## config.mk

```make
export PLATFORM = sky130hd
export DESIGN_NAME = sc_freq_ctrl
export DESIGN_NICKNAME = d
export VERILOG_FILES = /design/src/rtl/sfc_pkg.sv /design/src/rtl/sfc_tick_gen.sv /design/src/rtl/sfc_sync2.sv /design/src/rtl/sfc_det_sched.sv /design/src/rtl/sfc_code_loop.sv /design/src/rtl/sc_freq_ctrl.sv
export SDC_FILE = /design/constraint.sdc
export NUM_CORES = 1
export LEC_CHECK = 0
export BUFFER_PORTS_ARGS = -buffer_cell sky130_fd_sc_hd__buf_2
export CORE_UTILIZATION = 54
export DETAILED_ROUTE_END_ITERATION = 10
export PLACE_DENSITY = 0.76
export SLEW_MARGIN = 30
export SYNTH_ARGS = -nofsm -noshare
export SYNTH_HDL_FRONTEND = slang
export SYNTH_SLANG_ARGS = --single-unit
```

## constraint.sdc

```tcl
create_clock -name conv_clk -period 2.69 [get_ports conv_clk]
set_clock_uncertainty 0.15 [all_clocks]
set_input_delay 0.269 -clock conv_clk [delete_from_list [all_inputs] [get_ports conv_clk]]
set_output_delay 0.269 -clock conv_clk [all_outputs]
set_load 0.03 [all_outputs]
```

## src/rtl/sfc_pkg.sv

```systemverilog
package sfc_pkg;
  localparam int unsigned NUM_DET = 2;

  // Detector schedule state: which detector is parked in reset, and
  // whether both are currently released (hand-over tick).
  typedef struct packed {
    logic parked;
    logic handover;
  } sched_st_t;
endpackage

```

## src/rtl/sfc_tick_gen.sv

```systemverilog
module sfc_tick_gen #(
  parameter int unsigned DIV = 4
) (
  input  logic clk,
  input  logic rst_n,
  output logic tick
);
  localparam int unsigned CW = (DIV > 1) ? $clog2(DIV) : 1;
  localparam logic [CW-1:0] LAST = CW'(DIV - 1);

  logic [CW-1:0] cnt;

  assign tick = (cnt == LAST);

  always_ff @(posedge clk or negedge rst_n) begin
    if (!rst_n)    cnt <= '0;
    else if (tick) cnt <= '0;
    else           cnt <= cnt + 1'b1;
  end
endmodule

```

## src/rtl/sfc_sync2.sv

```systemverilog
module sfc_sync2 (
  input  logic clk,
  input  logic rst_n,
  input  logic d,
  output logic q
);
  logic meta;

  always_ff @(posedge clk or negedge rst_n) begin
    if (!rst_n) begin
      meta <= 1'b0;
      q    <= 1'b0;
    end else begin
      meta <= d;
      q    <= meta;
    end
  end
endmodule

```

## src/rtl/sfc_det_sched.sv

```systemverilog
module sfc_det_sched
  import sfc_pkg::*;
#(
  parameter int unsigned SWAP_TICKS = 8
) (
  input  logic               clk,
  input  logic               rst_n,
  input  logic               tick,
  output logic [NUM_DET-1:0] det_rst,
  output logic [NUM_DET-1:0] det_valid
);
  localparam int unsigned CW = $clog2(SWAP_TICKS + 1);
  localparam logic [CW-1:0] LAST = CW'(SWAP_TICKS - 1);

  sched_st_t     st;
  logic [CW-1:0] cnt;

  always_ff @(posedge clk or negedge rst_n) begin
    if (!rst_n) begin
      st.parked   <= 1'b0;
      st.handover <= 1'b0;
      cnt         <= '0;
    end else if (tick) begin
      if (st.handover) begin
        // the released detector has served its guard tick: swap roles
        st.handover <= 1'b0;
        st.parked   <= ~st.parked;
      end else if (cnt == LAST) begin
        st.handover <= 1'b1;
        cnt         <= '0;
      end else begin
        cnt <= cnt + 1'b1;
      end
    end
  end

  // The detector indexed by 'parked' is held in reset (or guarded during
  // hand-over); the other one is the only trusted detector.
  always_comb begin
    for (int i = 0; i < NUM_DET; i++) begin
      det_rst[i]   = !st.handover && (st.parked == i[0]);
      det_valid[i] = (st.parked != i[0]);
    end
  end
endmodule

```

## src/rtl/sfc_code_loop.sv

```systemverilog
module sfc_code_loop #(
  parameter int unsigned CODE_W = 5
) (
  input  logic              clk,
  input  logic              rst_n,
  input  logic              tick,
  input  logic              drop_hit,
  input  logic              step_up,
  output logic [CODE_W-1:0] code
);
  localparam logic [CODE_W-1:0] CODE_MAX = {CODE_W{1'b1}};
  localparam logic [CODE_W-1:0] CODE_MIN = '0;

  logic at_top, at_bottom;

  assign at_top    = (code == CODE_MAX);
  assign at_bottom = (code == CODE_MIN);

  always_ff @(posedge clk or negedge rst_n) begin
    if (!rst_n) begin
      code <= CODE_MIN;
    end else if (drop_hit) begin
      code <= CODE_MAX;
    end else if (tick) begin
      if (step_up && !at_top)         code <= code + 1'b1;
      else if (!step_up && !at_bottom) code <= code - 1'b1;
    end
  end
endmodule

```

## src/rtl/sc_freq_ctrl.sv

```systemverilog
module sc_freq_ctrl
  import sfc_pkg::*;
#(
  parameter int unsigned DIV        = 4,
  parameter int unsigned SWAP_TICKS = 8,
  parameter int unsigned CODE_W     = 5
) (
  input  logic              conv_clk,
  input  logic              rst_n,
  input  logic              mode_run,
  input  logic              cmp_start_low,
  input  logic              cmp_run_low,
  input  logic              det_a_raw,
  input  logic              det_b_raw,
  output logic [CODE_W-1:0] freq_code,
  output logic              det_a_rst,
  output logic              det_b_rst
);
  logic               tick;
  logic               step_up;
  logic               drop_hit;
  logic [NUM_DET-1:0] det_raw;
  logic [NUM_DET-1:0] det_sync;
  logic [NUM_DET-1:0] det_rst;
  logic [NUM_DET-1:0] det_valid;

  assign det_raw   = {det_b_raw, det_a_raw};
  assign det_a_rst = det_rst[0];
  assign det_b_rst = det_rst[1];

  sfc_tick_gen #(.DIV(DIV)) tick_i (
    .clk   (conv_clk),
    .rst_n (rst_n),
    .tick  (tick)
  );

  for (genvar g = 0; g < NUM_DET; g++) begin : g_sync
    sfc_sync2 sync_i (
      .clk   (conv_clk),
      .rst_n (rst_n),
      .d     (det_raw[g]),
      .q     (det_sync[g])
    );
  end

  sfc_det_sched #(.SWAP_TICKS(SWAP_TICKS)) sched_i (
    .clk       (conv_clk),
    .rst_n     (rst_n),
    .tick      (tick),
    .det_rst   (det_rst),
    .det_valid (det_valid)
  );

  assign step_up  = mode_run ? cmp_run_low : cmp_start_low;
  assign drop_hit = |(det_sync & det_valid);

  sfc_code_loop #(.CODE_W(CODE_W)) loop_i (
    .clk      (conv_clk),
    .rst_n    (rst_n),
    .tick     (tick),
    .drop_hit (drop_hit),
    .step_up  (step_up),
    .code     (freq_code)
  );
endmodule

```

* After elaboration in Yosys (flattened, before gate mapping)
Cells that the tools add are included.
** Word-level totals
- Register bits :: 17
- Bits of input ports :: 7
- Output and inout bits :: 7
** Operators by class
- Add/sub/neg operators :: 4
- Equal/unequal tests :: 3
- Multiplexer cells :: 9
- Bitwise logic cells :: 3
- Reduce and logical (&&, ||, !) cells :: 15
** Operators by type and width (count)
- 2-to-1 mux 5 bit :: 4
- AND reduction 2 bit :: 3
- adder 5 x 1 -> 5 bit, second input constant :: 1
- == test 5 bit, second input constant :: 1
- logical NOT 5 bit :: 1
- subtractor 5 x 1 -> 5 bit, second input constant :: 1
- adder 4 x 1 -> 4 bit, second input constant :: 1
- == test 4 x 3 -> 1 bit, second input constant :: 1
- logical AND 1 bit :: 4
- logical NOT 1 bit :: 4
- 2-to-1 mux 4 bit :: 1
- 2-to-1 mux 1 bit :: 3
- nonzero test 3 bit :: 1
- adder 2 x 1 -> 2 bit, second input constant :: 1
- AND 2 bit :: 1
- == test 2 bit, second input constant :: 1
- 2-to-1 mux 2 bit :: 1
- inverter 1 bit :: 2
- nonzero test 2 bit :: 1
- OR reduction 2 bit :: 1

* Logic depth before layout (Yosys ltp)
Gate-level depths: netlist of run 1.
- Word-level depth :: 7
- Depth in mapped cells :: 8
- Depth with buffers taken out :: 8

* Hierarchy
Synthesis of run 1 repeated with hierarchy kept, for this count alone.
** Unflattened totals
- Cells, all modules :: 78
- Area total of the unflattened synthesis :: 849.6 sq um
** Modules (own cells, without submodules)
- sfc_code_loop :: times used 1, cells each 41, area an instance 369.1 sq um, seq. area each 125.1 sq um
- sfc_det_sched :: times used 1, cells each 27, area an instance 290.3 sq um, seq. area each 150.1 sq um
- sfc_sync2 :: times used 2, cells each 2, area an instance 50.0 sq um, seq. area each 50.0 sq um
- sfc_tick_gen :: times used 1, cells each 4, area an instance 66.3 sq um, seq. area each 50.0 sq um
- sc_freq_ctrl :: times used 1, cells each 2, area an instance 23.8 sq um, seq. area each 0.0 sq um

* Worst setup path after synthesis of run 1
Ideal clock, no wire load.
- Path type :: register to register
- From :: register loop_i.code[0]
- To :: register loop_i.code[4]
- Data arrival time :: 2368 ps
- Data required time :: 2461 ps
- Setup slack :: 93 ps
- Stages on the path, launching flop included :: 9
- Path buffers :: 0
- Path through :: dfrtp_1 > nand3_1 > o21bai_1 > inv_1 > fa_1 > nand2b_1 > a211o_1 > o32ai_1 > mux2i_1
** Between the ends
- Word-level cells in the longest chain between the ends :: 6
** Ends and longest elaborated chain
- from (decl) :: RTL line sfc_code_loop.sv:9 : output logic [CODE_W-1:0] code
- from (signal assigned) :: RTL line sfc_code_loop.sv:25 : if (step_up && !at_top) code <= code + 1'b1;
- from (signal assigned) :: RTL line sfc_code_loop.sv:26 : else if (!step_up && !at_bottom) code <= code - 1'b1;
- branches (longest 6 deep; another with subtractor 5 x 1 -> 5 bit)
Several ways; the timed one is not identified. The select of a mux whose other input is x is not followed.
A chain may end at the register's enable or synchronous reset.

* Worst setup path after layout of run 1
Same ends and word-level chain as after synthesis.

==> out/metrics.csv, run 1 <==
metric,value,unit
run_status,finished clean,
via_per_inst,5.56,
max_freq,0.411,GHz
whs,0.223,ns
min-delay-start,g_sync[1].sync_i.meta,
grt_pass1_vias,671,
path_max_fanout,8,
row_count,14,
worstRegToRegCells,8,
drt_wl_total,1680,µm
post-place-ws,0.291,ns
cts_hold_buf,3,
path_clk_slew,0.10,ns
place_congestion,0.833,
hold_violations,0,
synthDominantCellAreaShare,0.474,
ff2ff_setup_slack,0.25,ns
root_buffer,clkbuf_4,
path_cells,nand3_1 -> o21bai_1 -> inv_1 -> fa_1 -> nand2b_1 -> a211o_1 -> o32ai_1 -> mux2i_1,
critPathKind,flip-flop to flip-flop,
drt_iter0_markers,9,
ioPinCount,14,
stdcell_area,1060,µm²
synth.avg_cell_area,11.0,µm²
cts_buffers,3,
die_area,1830,µm²
end_kind,flip-flop,
wl_per_cell,14.0,µm
powerDensity,446,nW/µm²
synth-seq-cells,17,
power.leakage,0.491,nW
via_count,667,
placed_cell_area,998,µm²
syn2layout_area_growth,17.5,%
switchingPower,0.000125,W
p_int,0.000346,W
cts_tree,done,
tightest_slew,0.359,ns
synth_warnings,0,
final_nets,118,
synth_edf_count,0,
crit_path_start,loop_i.code[0],
worstReg2RegEnd,loop_i.code[4],
period_needed,2.44,ns
antenna_found_initial,0,
cpMaxStageDelayCell,dfrtp_1,
slew_headroom,0.754,
drive_gt1_frac,0.260,
syn_inst,82,
insertedDiodeCount,0,
post_cts_buffers,0,
worstPathRequired,2.75,ns
dr.pass1.iters,4,
synthTopCellsByArea,"dfrtp_1 47%, ha_1 7.0%, nand2_1 5.8%",
clkPwrFrac,0.287,
yosysTopAreaCell,dfrtp_1,
grt_use_total,0.209,
post_cts_resize_count,0,
setup_viol,0,
hp-class,flip-flop to flip-flop,
portBuffers,13,
placed_cells,113,
ir_worst_vdd,0.000336,V
start_kind,flip-flop,
grt_start_max_net_pins,18,
dp_hpwl,1360,µm
start_util,0.589,
clkSinkCount,17,
syn-num-nets,95,
chipHeight,42.8,µm
h-tree-depth,1,
overflow,0,
synth_ff_type,dfrtp_1,
clock_path_buffers,2,
reg2reg_from,loop_i.code[0],
drc,0,
ys_seq_area_frac,0.474,
synth.distinct_cells,32,
arrival,2.50,ns
rsz0062_at_grt,false,
comb_power_share,0.147,
slew_viol_final,0,
pwr-share-seq,0.567,
synthesis.area,898,µm²
crit_end,loop_i.code[4],
max_stage_delay,0.51,ns
async_reset_ff_frac,1.00,
die_x,42.8,µm
switching_share,0.265,
core_area,1520,µm²
grt_pass1_wl,2790,µm
final_cells,120,
drv_cap,0,
fin_crit_sh,0.905,
clk_latency,0.28,ns
ant_nets,0,
fillers,128,
fin_tns_setup,0,ns
setup_ws,0.254,ns
==> synthesized netlist by cell type, types with 2 or more instances <==
cell	n
a21oi_1	2
nand2b_1	2
inv_1	4
nand2_1	14
ha_1	5
nor2_1	9
dfrtp_1	17
xnor2_1	3
a211o_1	2
mux2i_1	2
==> cells by family (layout without fill, tap and decap cells) <==
group | Yosys count | count (layout) | synth area share
AO/OA/AOI/OAI | 12 | 12 | 0.116
XOR/XNOR | 4 | 4 | 0.0390
adder cells (fa/ha/maj) | 6 | 6 | 0.0919
buffers and inverters | 4 | 26 | 0.0167
flip-flops | 17 | 17 | 0.474
multiplexers | 6 | 6 | 0.0794
AND/OR/NAND/NOR | 33 | 33 | 0.184
==> power by group through the flow <==
stage,registers [W],clock network [W],logic (W)
floorplan,0.000276,0,0.0000361
global placement,0.000271,0,0.0000632
detailed placement,0.000272,0,0.0000664
CTS,0.000267,0.000139,0.0000699
global route,0.000268,0.000145,0.0000764
finish,0.000267,0.000135,0.0000692
==> how the worst min path moves through the flow <==
| stage | endpoint | cells past startpoint |
|---|---|---|
| floorplan | g_sync[0].sync_i.meta | 0 |
| global placement | loop_i.code[1] | 1 |
| detailed placement | loop_i.code[1] | 1 |
| CTS | g_sync[1].sync_i.q | 0 |
| global route | g_sync[1].sync_i.q | 0 |
| finish | g_sync[1].sync_i.q | 0 |
==> routing by layer <==
layer / part of all wire / global-route usage / vias to the layer above
met5: 0 / 0 / -
li1: - / - / 326
met4: 0.0059 / 0.0750 / 0
met1: 0.45 / 0.272 / 321
met3: 0.035 / 0.0255 / 2
met2: 0.51 / 0.355 / 18
==> stage by stage <==
| step | power [W] | util |
|---|---|---|
| 4_1_cts | 0.000476 | 0.693 |
| 6_report | 0.000471 | 0.693 |
| 2_1_floorplan | 0.000312 | - |
| 3_3_place_gp | 0.000334 | 0.655 |
| 3_5_place_dp | 0.000338 | 0.655 |
| 5_1_grt | 0.000489 | 0.693 |
==> flip-flops by register name, summed over array words and instances, names as in the netlist <==
signal and flops:
tick_i.cnt 2, sched_i.cnt 4, sched_i.st 1, g_sync.sync_i.q 2
loop_i.code 5, g_sync.sync_i.meta 2, sched_i.det_valid 1
==> cells in the final DEF (no fill, tap or decap), types with 3 or more instances in the layout <==
cell type / count
dfrtp_1: 17
nand2_1: 14
buf_2: 13
nor2_1: 9
ha_1: 5
inv_1: 4
xnor2_1: 3
clkbuf_4: 3
dlygate4sd3_1: 3
==> final cells by class <==
class / count / area (µm²) / area share
Multi-Input combinational cell: 61 / 458 / 0.434
Clock inverter: 1 / 5.00 / 0.00474
Inverter: 4 / 15.0 / 0.0142
Clock buffer: 3 / 22.5 / 0.0213
Sequential cell: 17 / 425 / 0.403
Timing Repair Buffer: 18 / 110 / 0.104
Tap cell: 16 / 20.0 / 0.0190
==> critical path: cells and delay by family (launching register included) <==
| kind | cells | cell delay [ns] |
|---|---|---|
| AOI/OAI and AO/OA | 3 | 0.64 |
| DFF | 1 | 0.51 |
| adders and majority gates | 1 | 0.39 |
| and+or+nand+nor | 2 | 0.38 |
| muxes | 1 | 0.21 |
| buffers and inverters | 1 | 0.07 |
Power figures use the tool's default switching activity.
==> inputs of run 2 (changes only) <==
==> constraint.sdc (replaced) <==
create_clock -name conv_clk -period 2.69 [get_ports conv_clk]
set_clock_uncertainty 0.15 [all_clocks]
set_input_delay 0.4035 -clock conv_clk [delete_from_list [all_inputs] [get_ports conv_clk]]
set_output_delay 0.4035 -clock conv_clk [all_outputs]
set_load 0.03 [all_outputs]
==> out/metrics.csv, run 2 (same netlist as run 1, synthesis figures left out) <==
metric,value,unit,change
chipHeight,42.8,µm,unchanged
tightest_slew,0.380,ns,+0.0218 ns
drive_gt1_frac,0.262,,+0.00252
arrival,2.41,ns,-0.09 ns
via_count,681,,+2.1%
insertedDiodeCount,0,,unchanged
multiInputGateArea,458,µm²,unchanged
die_x,42.8,µm,unchanged
run_status,finished clean,,
clock_path_buffers,2,,unchanged
register_area,425,µm²,unchanged
start_util,0.589,,unchanged
wl_per_cell,14.5,µm,+3.5%
slew_viol_final,0,,unchanged
period_needed,2.33,ns,-0.104 ns
cts_buffers,3,,unchanged
placed_cell_area,1010,µm²,+0.75%
largest_reg_flops,5,,unchanged
drt_wl_total,1730,µm,+2.6%
dr.pass1.iters,6,,+2
whs,0.0618,ns,-0.161 ns
post_cts_resize_count,0,,unchanged
place_congestion,0.867,,+4.1%
overflow,0,,unchanged
hp-class,input port to flip-flop,,
end_kind,flip-flop,,
post_cts_buffers,0,,unchanged
drv_cap,0,,unchanged
grt.busiest_layer,met2,,
path_max_fanout,5,,-3
clkSinkCount,17,,unchanged
grt_pass1_vias,688,,+2.5%
powerDensity,451,nW/µm²,+1.2%
rsz0062_at_grt,false,,
use_met3,0.0766,,+0.0511
hold_violations,0,,unchanged
row_count,14,,unchanged
start_kind,flip-flop,,
dp_hpwl,1380,µm,+1.5%
reg_top3,"loop_i.code (5), sched_i.cnt (4)",,
layout_commonest_cell,dfrtp_1,,
fin_crit_sh,0.867,,-0.0388
grt_use_total,0.224,,+0.0150
core_area,1520,µm²,unchanged
via_per_inst,5.72,,+3.0%
max_freq,0.429,GHz,+4.5%
regMostFlops,loop_i.code,,
power.leakage,0.484,nW,-1.4%
fin_tns_setup,0,ns,unchanged
final_cells,119,,-0.83%
ioPinCount,14,,unchanged
grt_pass1_wl,2940,µm,+5.2%
cts_hold_buf,1,,-2
placed_cells,114,,+0.88%
ir_worst_vdd,0.000316,V,-6.1%
die_area,1830,µm²,unchanged
stdcell_area,1040,µm²,-1.3%
slew_headroom,0.746,,-0.00771
drt_iter0_markers,25,,+16
critPathKind,flip-flop to flip-flop,,
cts_tree,done,,
grt_util_met2,0.373,,+0.0182
clk_latency,0.29,ns,about the same
path_clk_slew,0.09,ns,about the same
syn2layout_area_growth,16.0,%,
antenna_found_initial,0,,unchanged
h-tree-depth,1,,unchanged
root_buffer,clkbuf_4,,
worstPathRequired,2.76,ns,about the same
final_nets,117,,-0.85%
grt_start_max_net_pins,18,,unchanged
portBuffers,13,,unchanged
ant_nets,0,,unchanged
layout_common_cells,"17 x dfrtp_1, 14 x nand2_1, 13 x buf_2",,
gr-usage-met1,0.271,,-0.000522
fillers,123,,-3.9%
drc,0,,unchanged
setup_viol,0,,unchanged
-- run 2: stage by stage --
stage	utilization	power [W]	setup slack (ns)
after global routing	0.684	0.000491	0.134
final	0.684	0.000470	0.359
after CTS	0.684	0.000477	0.348
after detailed placement	0.660	0.000340	0.294
after floorplan	-	0.000312	0.0926
after global placement	0.660	0.000336	0.392
-- run 2: layout make-up --
| cell class | count | share of cell area |
|---|---|---|
| Multi-Input combinational cell | 61 | 0.439 |
| Sequential cell | 17 | 0.408 |
| Tap cell | 16 | 0.0192 |
| Inverter | 4 | 0.0144 |
| Timing Repair Buffer | 17 | 0.0936 |
| Clock buffer | 4 | 0.0252 |
-- run 2: where the power goes --
part	leakage (nW)	total, W	internal, W	switching, W
clock	0.0150	0.000135	0.0000577	0.0000772
sequential	0.184	0.000265	0.000261	0.00000440
combinational	0.285	0.0000701	0.0000292	0.0000409
-- run 2: worst max-delay path, cell delays in order (launching register included) --
cell      delay, ns
dfrtp_1        0.43
nand3_1        0.18
o21bai_1       0.21
inv_1          0.08
fa_1           0.39
nand2b_1       0.18
a211o_1        0.26
o32ai_1        0.16
mux2i_1        0.21
-- run 2: final timing paths --
check / from / end / slack [ns] / cells past startpoint
setup / recovery: loop_i.code[1] / loop_i.code[4] / 0.36 / 8
hold / removal: det_b_raw / g_sync[1].sync_i.meta / 0.06 / 1
setup reg to reg: loop_i.code[1] / loop_i.code[4] / 0.36 / 8
hold reg to reg: g_sync[0].sync_i.meta / g_sync[0].sync_i.q / 0.21 / 0
max in group asynchronous: rst_n / sched_i.det_valid[0] / 1.72 / 2
min in group asynchronous: rst_n / sched_i.cnt[1] / 0.40 / 2
-- run 2: layer usage --
| layer | vias to the layer above | share of wire |
|---|---|---|
| li1 | 327 | - |
| met1 | 332 | 0.43 |
| met2 | 20 | 0.50 |
| met3 | 2 | 0.053 |
| met4 | 0 | 0.0081 |
| met5 | - | 0 |
